## config.mk

```make
export PLATFORM = sky130hd
export DESIGN_NAME = hxa_addr_pair
export DESIGN_NICKNAME = d
export VERILOG_FILES = /design/src/rtl/hxa_pkg.sv /design/src/rtl/hxa_route.sv /design/src/rtl/hxa_counter.sv /design/src/rtl/hxa_rdback.sv /design/src/rtl/hxa_addr_pair.sv
export SDC_FILE = /design/constraint.sdc
export NUM_CORES = 1
export LEC_CHECK = 0
export ABC_CLOCK_PERIOD_IN_PS = 2150
export BUFFER_PORTS_ARGS = -buffer_cell sky130_fd_sc_hd__clkbuf_2
export CAP_MARGIN = 10
export CORE_MARGIN = 10
export CORE_UTILIZATION = 45
export CTS_CLUSTER_DIAMETER = 60
export DETAILED_ROUTE_END_ITERATION = 8
export PLACE_DENSITY = 0.69
export SLEW_MARGIN = 25
export SYNTH_ARGS = -nofsm -noshare
export SYNTH_HDL_FRONTEND = slang
export SYNTH_HIERARCHICAL = 1
export SYNTH_SLANG_ARGS = --single-unit
```

## constraint.sdc

```tcl
create_clock -name clk -period 2.15 [get_ports clk]
set_input_delay 0.215 -clock clk [delete_from_list [all_inputs] [get_ports clk]]
set_output_delay 0.215 -clock clk [all_outputs]
set_load 0.02 [all_outputs]
```

## src/rtl/hxa_pkg.sv

```systemverilog
package hxa_pkg;
   typedef enum logic [1:0] {
      ACC_CTRL     = 2'b00,
      ACC_DATA_INC = 2'b01,
      ACC_ADDR     = 2'b10,
      ACC_DATA_FIX = 2'b11
   } acc_code_e;

   typedef enum logic {
      SLOT_RD = 1'b0,
      SLOT_WR = 1'b1
   } slot_e;

   localparam int NUM_SLOTS = 2;
endpackage

```

## src/rtl/hxa_route.sv

```systemverilog
module hxa_route
   import hxa_pkg::*;
#(
   parameter logic [1:0] INC_CODE = ACC_DATA_INC
) (
   input  logic                 clk,
   input  logic                 rst_n,
   input  logic                 dual_en,
   input  logic                 tgt_wr_sel,
   input  logic                 host_ld,
   input  logic [1:0]           acc_code,
   input  logic                 fetch_rd,
   input  logic                 store_wr,
   output logic [NUM_SLOTS-1:0] ld,
   output logic [NUM_SLOTS-1:0] inc
);
   logic code_ok;
   logic any_inc;

   assign code_ok = (acc_code == INC_CODE);
   assign any_inc = (fetch_rd | store_wr) & code_ok;

   always_comb begin
      if (dual_en) begin
         ld[SLOT_RD]  = host_ld & ~tgt_wr_sel;
         ld[SLOT_WR]  = host_ld &  tgt_wr_sel;
         inc[SLOT_RD] = fetch_rd & code_ok;
         inc[SLOT_WR] = store_wr & code_ok;
      end else begin
         ld  = {NUM_SLOTS{host_ld}};
         inc = {NUM_SLOTS{any_inc}};
      end
   end


   code_gate_chk: assert property (@(posedge clk) disable iff (!rst_n)
      (acc_code != INC_CODE) |-> (inc == '0));

   dual_excl_chk: assert property (@(posedge clk) disable iff (!rst_n)
      dual_en |-> !(ld[SLOT_RD] && ld[SLOT_WR]));

   alias_pair_chk: assert property (@(posedge clk) disable iff (!rst_n)
      !dual_en |-> (ld[SLOT_RD] == ld[SLOT_WR] && inc[SLOT_RD] == inc[SLOT_WR]));
endmodule

```

## src/rtl/hxa_counter.sv

```systemverilog
module hxa_counter #(
   parameter int W    = 32,
   parameter int STEP = 4
) (
   input  logic         clk,
   input  logic         rst_n,
   input  logic         ld,
   input  logic [W-1:0] ld_val,
   input  logic         inc,
   output logic [W-1:0] q
);
   localparam logic [W-1:0] STEP_V = W'(STEP);

   if (STEP < 1) begin : g_bad_step
      $error("hxa_counter: STEP must be positive");
   end

   always_ff @(posedge clk) begin
      if (!rst_n)   q <= '0;
      else if (ld)  q <= ld_val;
      else if (inc) q <= q + STEP_V;
   end


   load_wins_chk: assert property (@(posedge clk) disable iff (!rst_n)
      ld |=> (q == $past(ld_val)));

   step_wrap_chk: assert property (@(posedge clk) disable iff (!rst_n)
      (!ld && inc) |=> (q == $past(q) + STEP_V));

   idle_hold_chk: assert property (@(posedge clk) disable iff (!rst_n)
      (!ld && !inc) |=> $stable(q));
endmodule

```

## src/rtl/hxa_rdback.sv

```systemverilog
module hxa_rdback #(
   parameter int W = 32
) (
   input  logic         clk,
   input  logic         rst_n,
   input  logic         rd_req,
   input  logic         dual_en,
   input  logic         tgt_wr_sel,
   input  logic [W-1:0] rd_val,
   input  logic [W-1:0] wr_val,
   output logic [W-1:0] rdata
);
   logic [W-1:0] pick;

   assign pick = (dual_en && tgt_wr_sel) ? wr_val : rd_val;

   always_ff @(posedge clk) begin
      if (!rst_n)      rdata <= '0;
      else if (rd_req) rdata <= pick;
   end


   alias_read_chk: assert property (@(posedge clk) disable iff (!rst_n)
      (rd_req && !dual_en) |=> (rdata == $past(rd_val)));

   rdata_hold_chk: assert property (@(posedge clk) disable iff (!rst_n)
      !rd_req |=> $stable(rdata));
endmodule

```

## src/rtl/hxa_addr_pair.sv

```systemverilog
module hxa_addr_pair
   import hxa_pkg::*;
#(
   parameter int         ADDR_W   = 32,
   parameter int         STEP     = 4,
   parameter logic [1:0] INC_CODE = ACC_DATA_INC
) (
   input  logic              clk,
   input  logic              rst_n,
   input  logic              dual_en,
   input  logic              tgt_wr_sel,
   input  logic              haddr_wr,
   input  logic [ADDR_W-1:0] haddr_wdata,
   input  logic              haddr_rd,
   output logic [ADDR_W-1:0] haddr_rdata,
   input  logic [1:0]        acc_code,
   input  logic              fetch_rd,
   input  logic              store_wr,
   output logic [ADDR_W-1:0] mem_rd_addr,
   output logic [ADDR_W-1:0] mem_wr_addr
);
   logic [NUM_SLOTS-1:0] ld;
   logic [NUM_SLOTS-1:0] inc;
   logic [ADDR_W-1:0]    cnt [NUM_SLOTS];

   if (ADDR_W < 2) begin : g_bad_width
      $error("hxa_addr_pair: ADDR_W too small");
   end

   hxa_route #(.INC_CODE(INC_CODE)) u_route (
      .clk        (clk),
      .rst_n      (rst_n),
      .dual_en    (dual_en),
      .tgt_wr_sel (tgt_wr_sel),
      .host_ld    (haddr_wr),
      .acc_code   (acc_code),
      .fetch_rd   (fetch_rd),
      .store_wr   (store_wr),
      .ld         (ld),
      .inc        (inc)
   );

   for (genvar s = 0; s < NUM_SLOTS; s++) begin : g_slot
      hxa_counter #(.W(ADDR_W), .STEP(STEP)) u_cnt (
         .clk    (clk),
         .rst_n  (rst_n),
         .ld     (ld[s]),
         .ld_val (haddr_wdata),
         .inc    (inc[s]),
         .q      (cnt[s])
      );
   end

   assign mem_rd_addr = cnt[SLOT_RD];
   assign mem_wr_addr = cnt[SLOT_WR];

   hxa_rdback #(.W(ADDR_W)) u_rdback (
      .clk        (clk),
      .rst_n      (rst_n),
      .rd_req     (haddr_rd),
      .dual_en    (dual_en),
      .tgt_wr_sel (tgt_wr_sel),
      .rd_val     (mem_rd_addr),
      .wr_val     (mem_wr_addr),
      .rdata      (haddr_rdata)
   );


   alias_load_chk: assert property (@(posedge clk) disable iff (!rst_n)
      (haddr_wr && !dual_en) |=> (mem_rd_addr == $past(haddr_wdata) &&
                                  mem_wr_addr == $past(haddr_wdata)));

   dual_split_chk: assert property (@(posedge clk) disable iff (!rst_n)
      (dual_en && !haddr_wr && !store_wr) |=> $stable(mem_wr_addr));
endmodule

```

=== Word level (Yosys, flattened, before mapping) ===
Cells that the tools add are included.

* Input port bits: 42
* Register bits after elaboration: 96

* Bitwise operators: 7
* Equality and inequality tests: 1
* Add/sub/neg operators: 2
* Multiplexer cells: 7
* Reduce and logical (&&, ||, !) cells: 3

{| class="wikitable"
|+ Operator list
! operator !! number
|-
| $mux 32 || 5
|-
| $add 32x3->32 const B || 2
|-
| $and 1x1->1 || 5
|-
| $mux 2 || 2
|-
| $reduce_bool 2->1 || 2
|-
| $eq 2x1->1 const B || 1
|-
| $logic_and 1x1->1 || 1
|-
| $not 1->1 || 1
|-
| $or 1x1->1 || 1
|}

=== Depth between registers and ports, before layout ===
Gate-level depths: netlist of run 1.

* Depth in word-level cells: 5
* Mapped depth: 8
* Gate-level depth less buffers: 6

=== Hierarchy ===
The synthesis of run 1 kept the hierarchy.

{| class="wikitable"
|+ Modules (own cells, without submodules)
! module !! instances !! cells each !! area an instance (µm²)
|-
| hxa_counter || 2 || 233 || 1864.3
|-
| hxa_rdback || 1 || 184 || 1646.6
|-
| hxa_route || 1 || 10 || 77.6
|}

=== Worst setup path after synthesis of run 1 ===
Ideal clock, no wire load.

* Path kind: reg-to-reg
* Start: register g_slot[1].u_cnt.q[5]
* End: register g_slot[1].u_cnt.q[22]
* Required time: 2.064 ns
* Path buffers: 1
* Period minus slack after synthesis: 1.848 ns
* Slack: 0.302 ns
* Arrival time: 1.763 ns
* Stages on the path, launching flop included: 6
* Cells stage by stage: dfxtp_1 nand4_2 or3_1 buf_2 or3_1 a211oi_1

* Longest elaborated chain between the ends: 3

{| class="wikitable"
|+ Ends and longest elaborated chain
! element !! line !! RTL
|-
| from (decl) || hxa_counter.sv:10 || <nowiki>output logic [W-1:0] q</nowiki>
|-
| from (signal assigned) || hxa_counter.sv:20 || <nowiki>else if (ld) q <= ld_val;</nowiki>
|-
| from (signal assigned) || hxa_counter.sv:21 || <nowiki>else if (inc) q <= q + STEP_V;</nowiki>
|-
| $add 32x3->32 || hxa_counter.sv:21 ||
|-
| $mux 32 || hxa_counter.sv:21 ||
|-
| $mux 32 || hxa_counter.sv:20 ||
|}

Every way passes these cells. The select of a mux whose other input is x is not followed.
A chain may end at the register's enable or synchronous reset.

=== Worst setup path in the final report of run 1 ===
* Start: register g_slot[0].u_cnt.q[4]
* End: register g_slot[0].u_cnt.q[22]

* Longest elaborated chain between the ends: 3

{| class="wikitable"
|+ Ends and longest elaborated chain
! element !! line
|-
| from (decl) || hxa_counter.sv:10
|-
| from (signal assigned) || hxa_counter.sv:20
|-
| from (signal assigned) || hxa_counter.sv:21
|-
| $add 32x3->32 || hxa_counter.sv:21
|-
| $mux 32 || hxa_counter.sv:21
|-
| $mux 32 || hxa_counter.sv:20
|}

Every way passes these cells. The select of a mux whose other input is x is not followed.

==> run metrics, run 1 <==
Global Route Usage Sum=22.56%; Ys Warns=6; most frequent cells in the layout=137 x clkbuf_2, 96 x dfxtp_1, 72 x o21ai_0, 54 x a31oi_1, 48 x nand3_1; CTS tree=built; adder-cell share of the synthesized area=0.4589%; HPWL Detailed=14890 µm; Hold Violations, Final=0; row count=40; Slew HR=53.09%; Num CTS Buffers=9; biggest area consumer among synthesized cells=dfxtp_1; diode count=0; crit path kind=flip-flop to flip-flop; area of the mapped netlist=5453 µm²; GP Congestion=0.9329; Die Span X=130.1 µm; synth top area cells=dfxtp_1 35%, o21ai_0 6.6%, a31oi_1 6.2%, a21bo_1 5.1%, nand3_1 4.4%; die height=130.1 µm; min Tclk post-route=1910 ps; Hold Crit Class=primary input to flip-flop; Max VDD drop=325.8 µV; starting utilization of the core area=45.59%; Max Buffers Root-to-Sink=2; first-pass GRT wire length=30390 µm; outcome=finished, final reports clean; setup bufs post-CTS=0; Port Buffers=137; area fraction in compound gates after synthesis=28.22%; Mapped Cells=660; Vias=5954; mux cell area share after synthesis=1.836%; RSZ-0062 raised after global routing=false; setup violators final=0; total power=4.578 mW; setup TNS=0 ps; largest family of logic cells by synthesized area=compound AO/OA/AOI/OAI gates; largest net degree at the start of global routing=65; critical path launch point type=flip-flop; CP required=2420 ps; Final nets=826; crit path DAT=2180 ps; met3 routed WL=1884 µm; H-tree levels=3; core area=11960 µm²; Final Skew=9.726 ps; sequential share of the synthesized area=35.25%; Slew Limit Fails=0; I/O pin cnt=138; number of global-route vias before repair=5540; CP Max Fanout=8; commonest non-fill, non-tap cell in the layout=clkbuf_2; clk root buf=clkbuf_16; Synth top area share=35.25%; CTS resizes=0; highest metal used=met4; WL met2=8951 µm; Synth async-reset ratio=0%; post-synthesis xor/xnor area fraction=2.891%; met1 wire length=8227 µm; clock-pin slew on the worst setup and hold paths=70 ps; Worst-Margin Slew=703.7 ps; synthesized flop and latch total=96; Tcrit/Tclk final=88.85%; number of synthesized flops with an enable pin=0; prevailing post-synth register cell=dfxtp_1; PD cells=699.3 nW/µm²; starting DRC count in detailed routing=586; Avg Synthesized Cell Area=8.262 µm²; # hold bufs at CTS=0; Final ANT Viol Nets=0; Sink Count=96; Static Leak=2.557 nW; Post-Synth Simple-Gate Area=25.13%; gr ovfl total=0; Area growth, synth to finish=20.06%; Synth cell types=51; DRC Markers=0; final wirelength=19640 µm; die area=16920 µm²; Worst R2R Setup Slack=240 ps; DR pass1 iterations=5; fmax=0.5235 GHz; CP endpoint kind=flip-flop; Net Count, Synth=704; clock latency on the worst-skew pair=350 ps; initial antenna violation count=0; vias per inst=6.375; share of layout cells above drive strength 1=26.81%; max-cap viol count=0; Avg WL per Cell=21.03 µm
## metrics by stage
step | setup slack (ps) | area [µm²] | hold slack [ps] | utilization (%) | cells
floorplan | 301.7 | 5453 | 353.3 | - | 660
finish | 239.7 | 6546 | 140.0 | 54.73 | 934
CTS | 252.2 | 6546 | 124.1 | 54.73 | 934
global placement | 269.3 | 6250 | 490.1 | 52.25 | 918
global route | 108.8 | 6546 | 147.7 | 54.73 | 934
detailed placement | 174.1 | 6250 | 493.8 | 52.25 | 918
## worst max-delay path: stages (launching register included)
cell and delay [ps]:
dfxtp_1 470, nand4_2 240, or3_1 550, or3_1 380, a211oi_1 180
## sequential cells by signal, indices dropped and copies added (netlist names)
| signal | count |
|---|---|
| g_slot.u_cnt/q | 64 |
| u_rdback/rdata | 32 |
## cells by family (layout without fill, tap and decap cells)
family	Yosys count	after routing
AO/OA/AOI/OAI	232	232
XOR/XNOR	18	18
multiplexers	10	10
adder cells (fa/ha/maj)	2	2
buffers and inverters	67	194
flip-flops	96	96
AND/OR/NAND/NOR	235	235
## layout make-up
type,instances,area (µm²)
sequential,96,1922
fill,1117,5415
tap,147,183.9
inverter,11,41.29
clock inverter,7,71.32
multi-input combinational,497,3192
clock buffer,9,225.2
timing repair buffer,167,910.9
## power by group
group	internal, mW	switching, mW
sequential	1.91	0.173
clock	0.902	0.716
combinational	0.322	0.559
total	3.13	1.45
## cell usage after synthesis (all sizes together) (4+ instances only)
library cell / number
xnor2: 8
and2: 4
xor2: 10
nand4: 36
o31a: 4
nor2: 26
o21ai: 78
nand3: 50
nor3: 8
and3: 4
buf: 25
nand2: 34
a31oi: 54
clkbuf: 31
nor3b: 6
nor4: 16
dfxtp: 96
a21oi: 24
a21bo: 32
nand2b: 5
or2: 6
and4: 6
inv: 11
mux2i: 10
o31ai: 16
or4: 16
or3: 10
a211oi: 8
## worst paths after layout
kind                        startpoint               endpoint  depth (start not counted)
setup / recovery  g_slot[0].u_cnt/q[4]  g_slot[0].u_cnt/q[22]                          4
hold reg to reg   g_slot[0].u_cnt/q[1]   g_slot[0].u_cnt/q[1]                          2
setup reg to reg  g_slot[0].u_cnt/q[4]  g_slot[0].u_cnt/q[22]                          4
hold / removal          haddr_wdata[2]   g_slot[1].u_cnt/q[2]                          3
## per-layer routing
metal	vias to the layer above	global-route usage (%)
met3	44	4.990
met5	-	0
met2	294	35.15
li1	2781	-
met4	0	9.921
met1	2835	29.26
Power figures use the tool's default switching activity.
==> inputs of run 2 (changes only) <==
Settings changed: ABC_CLOCK_PERIOD_IN_PS 2150 to 1600, PLACE_DENSITY 0.69 to 0.72.
Clock period 2.15 ns to 1.6 ns, I/O delays scaled along.
==> run 2 against run 1 <==
Worst setup slack got worse by 230 ps. Clock power up 43%. Core utilization rose by 9.3 points. Cell count is 10% higher. Flip-flop and latch count unchanged. Routed wire length grew 5.6%. Non-clock buffer count rose by 98. Largest cell class unchanged. Critical endpoint unchanged.
==> run metrics, run 2 (same netlist as run 1, synthesis figures left out) <==
outcome=finished, final reports clean; H-tree levels=3; PD cells=844.7 nW/µm²; Register Area=2037 µm²; Largest register FFs=64; diode count=0; die area=16920 µm²; Hold Violations, Final=0; starting utilization of the core area=45.59%; critical path launch point type=flip-flop; Port Buffers=137; CP Max Fanout=8; min Tclk post-route=1592 ps; Max Buffers Root-to-Sink=2; Tcrit/Tclk final=99.52%; gr ovfl total=0; RSZ-0062 raised after global routing=true; fmax=0.6280 GHz; Top reg by flops=g_slot.u_cnt/q; initial antenna violation count=0; Avg WL per Cell=20.10 µm; total power=6.469 mW; commonest non-fill, non-tap cell in the layout=clkbuf_2; Place WS=-197.5 ps; Largest regs=g_slot.u_cnt/q: 64 flops, u_rdback/rdata: 32 flops; Final ANT Viol Nets=0; first-pass GRT wire length=31220 µm; # hold bufs at CTS=0; Die Span X=130.1 µm; GP Congestion=0.9384; Global Route Usage Sum=23.37%; placed cell area=7121 µm²; WHS=58.96 ps; number of global-route vias before repair=5830; Num CTS Buffers=9; I/O pin cnt=138; Final nets=924; CTS tree=built; Max VDD drop=515.7 µV; CP required=1870 ps; Slew HR=54.89%; core area=11960 µm²; row count=40; Vias=6284; Slew Limit Fails=0; Final WS setup=7.683 ps; die height=130.1 µm; clock-pin slew on the worst setup and hold paths=70 ps; DR pass1 iterations=8; Sink Count=96; clock latency on the worst-skew pair=350 ps; vias per inst=6.089; final wirelength=20740 µm; cell area after layout=7659 µm²; starting DRC count in detailed routing=597; crit path DAT=1860 ps; HPWL Detailed=15900 µm; Multi-input gate area=3390 µm²; CP endpoint kind=flip-flop; share of layout cells above drive strength 1=43.05%; crit path kind=flip-flop to flip-flop; Final Skew=6.316 ps; Cells after DPL=1013; DRC Markers=0; clk root buf=clkbuf_16; Worst-Margin Slew=676.7 ps; most frequent cells in the layout=137 x clkbuf_2, 124 x buf_4, 72 x o21ai_0, 53 x a31oi_1, 48 x dfxtp_1; max-cap viol count=0; Hold Crit Class=primary input to flip-flop; FILL cells=1021; Non-Filler Instances=1032; largest net degree at the start of global routing=65; setup violators final=0; Static Leak=3.124 nW; Area growth, synth to finish=40.45%
-- run 2: changes by cell type in the layout (fill, tap and decap cells not counted), moves of 4 or more --
cell,change
and4_1,-4
nand4_4,+4
dfxtp_4,+22
nand4_2,-4
and4_4,+4
buf_4,+94
buf_12,+4
dfxtp_2,+26
nor4_1,-7
nor4_2,+6
dfxtp_1,-48
-- run 2: routing by layer --
metal,up-vias,track usage (%),wire length (µm)
met4,0,9.987,505
met2,291,36.88,9675
li1,2983,-,-
met5,-,0,0
met1,2969,30.56,8666
met3,41,4.300,1896
-- run 2: power breakdown --
group	switching [mW]	total (mW)	internal, mW
combinational	0.863	1.43	0.567
sequential	0.167	2.73	2.57
clock	0.955	2.31	1.35
total	1.99	6.47	4.48
-- run 2: critical path, cell delays in order, from the launching register on --
cell and delay, ps:
dfxtp_2 360, nand4_1 130, or3_4 460, or3_4 380, a211oi_2 170
-- run 2: area by class of cell --
class                   instances  share of cell area (%)
multi-input cells             497                   44.26
flip-flops and latches         96                   26.60
repair buffers                265                   22.15
clock buffers                  14                   3.594
well taps                     147                   2.402
inverters                      11                  0.5391
clock inverters                 2                  0.4574
-- run 2: repair_timing --
action | CTS | global route
gates resized for setup | 8 | 36
buffers inserted | 0 | 3
endpoints found under the setup margin | 18 | 31
pin swaps | 1 | 12
-- run 2: path summary, 6_finish.rpt --
check,start,end,slack [ps],cells after the start
max,g_slot[0].u_cnt/q[11],g_slot[0].u_cnt/q[22],8,4
min,haddr_wdata[2],g_slot[1].u_cnt/q[2],60,3
max reg2reg,g_slot[0].u_cnt/q[11],g_slot[0].u_cnt/q[22],8,4
min reg2reg,u_rdback/rdata[26],u_rdback/rdata[26],510,2
-- run 2: metrics by stage --
stage / util, % / TNS [ps]
after floorplan: - / -261.4
after global placement: 59.53 / -1808
after detailed placement: 59.53 / -3511
after CTS: 62.45 / 0
after global routing: 64.03 / -66.67
final: 64.03 / 0
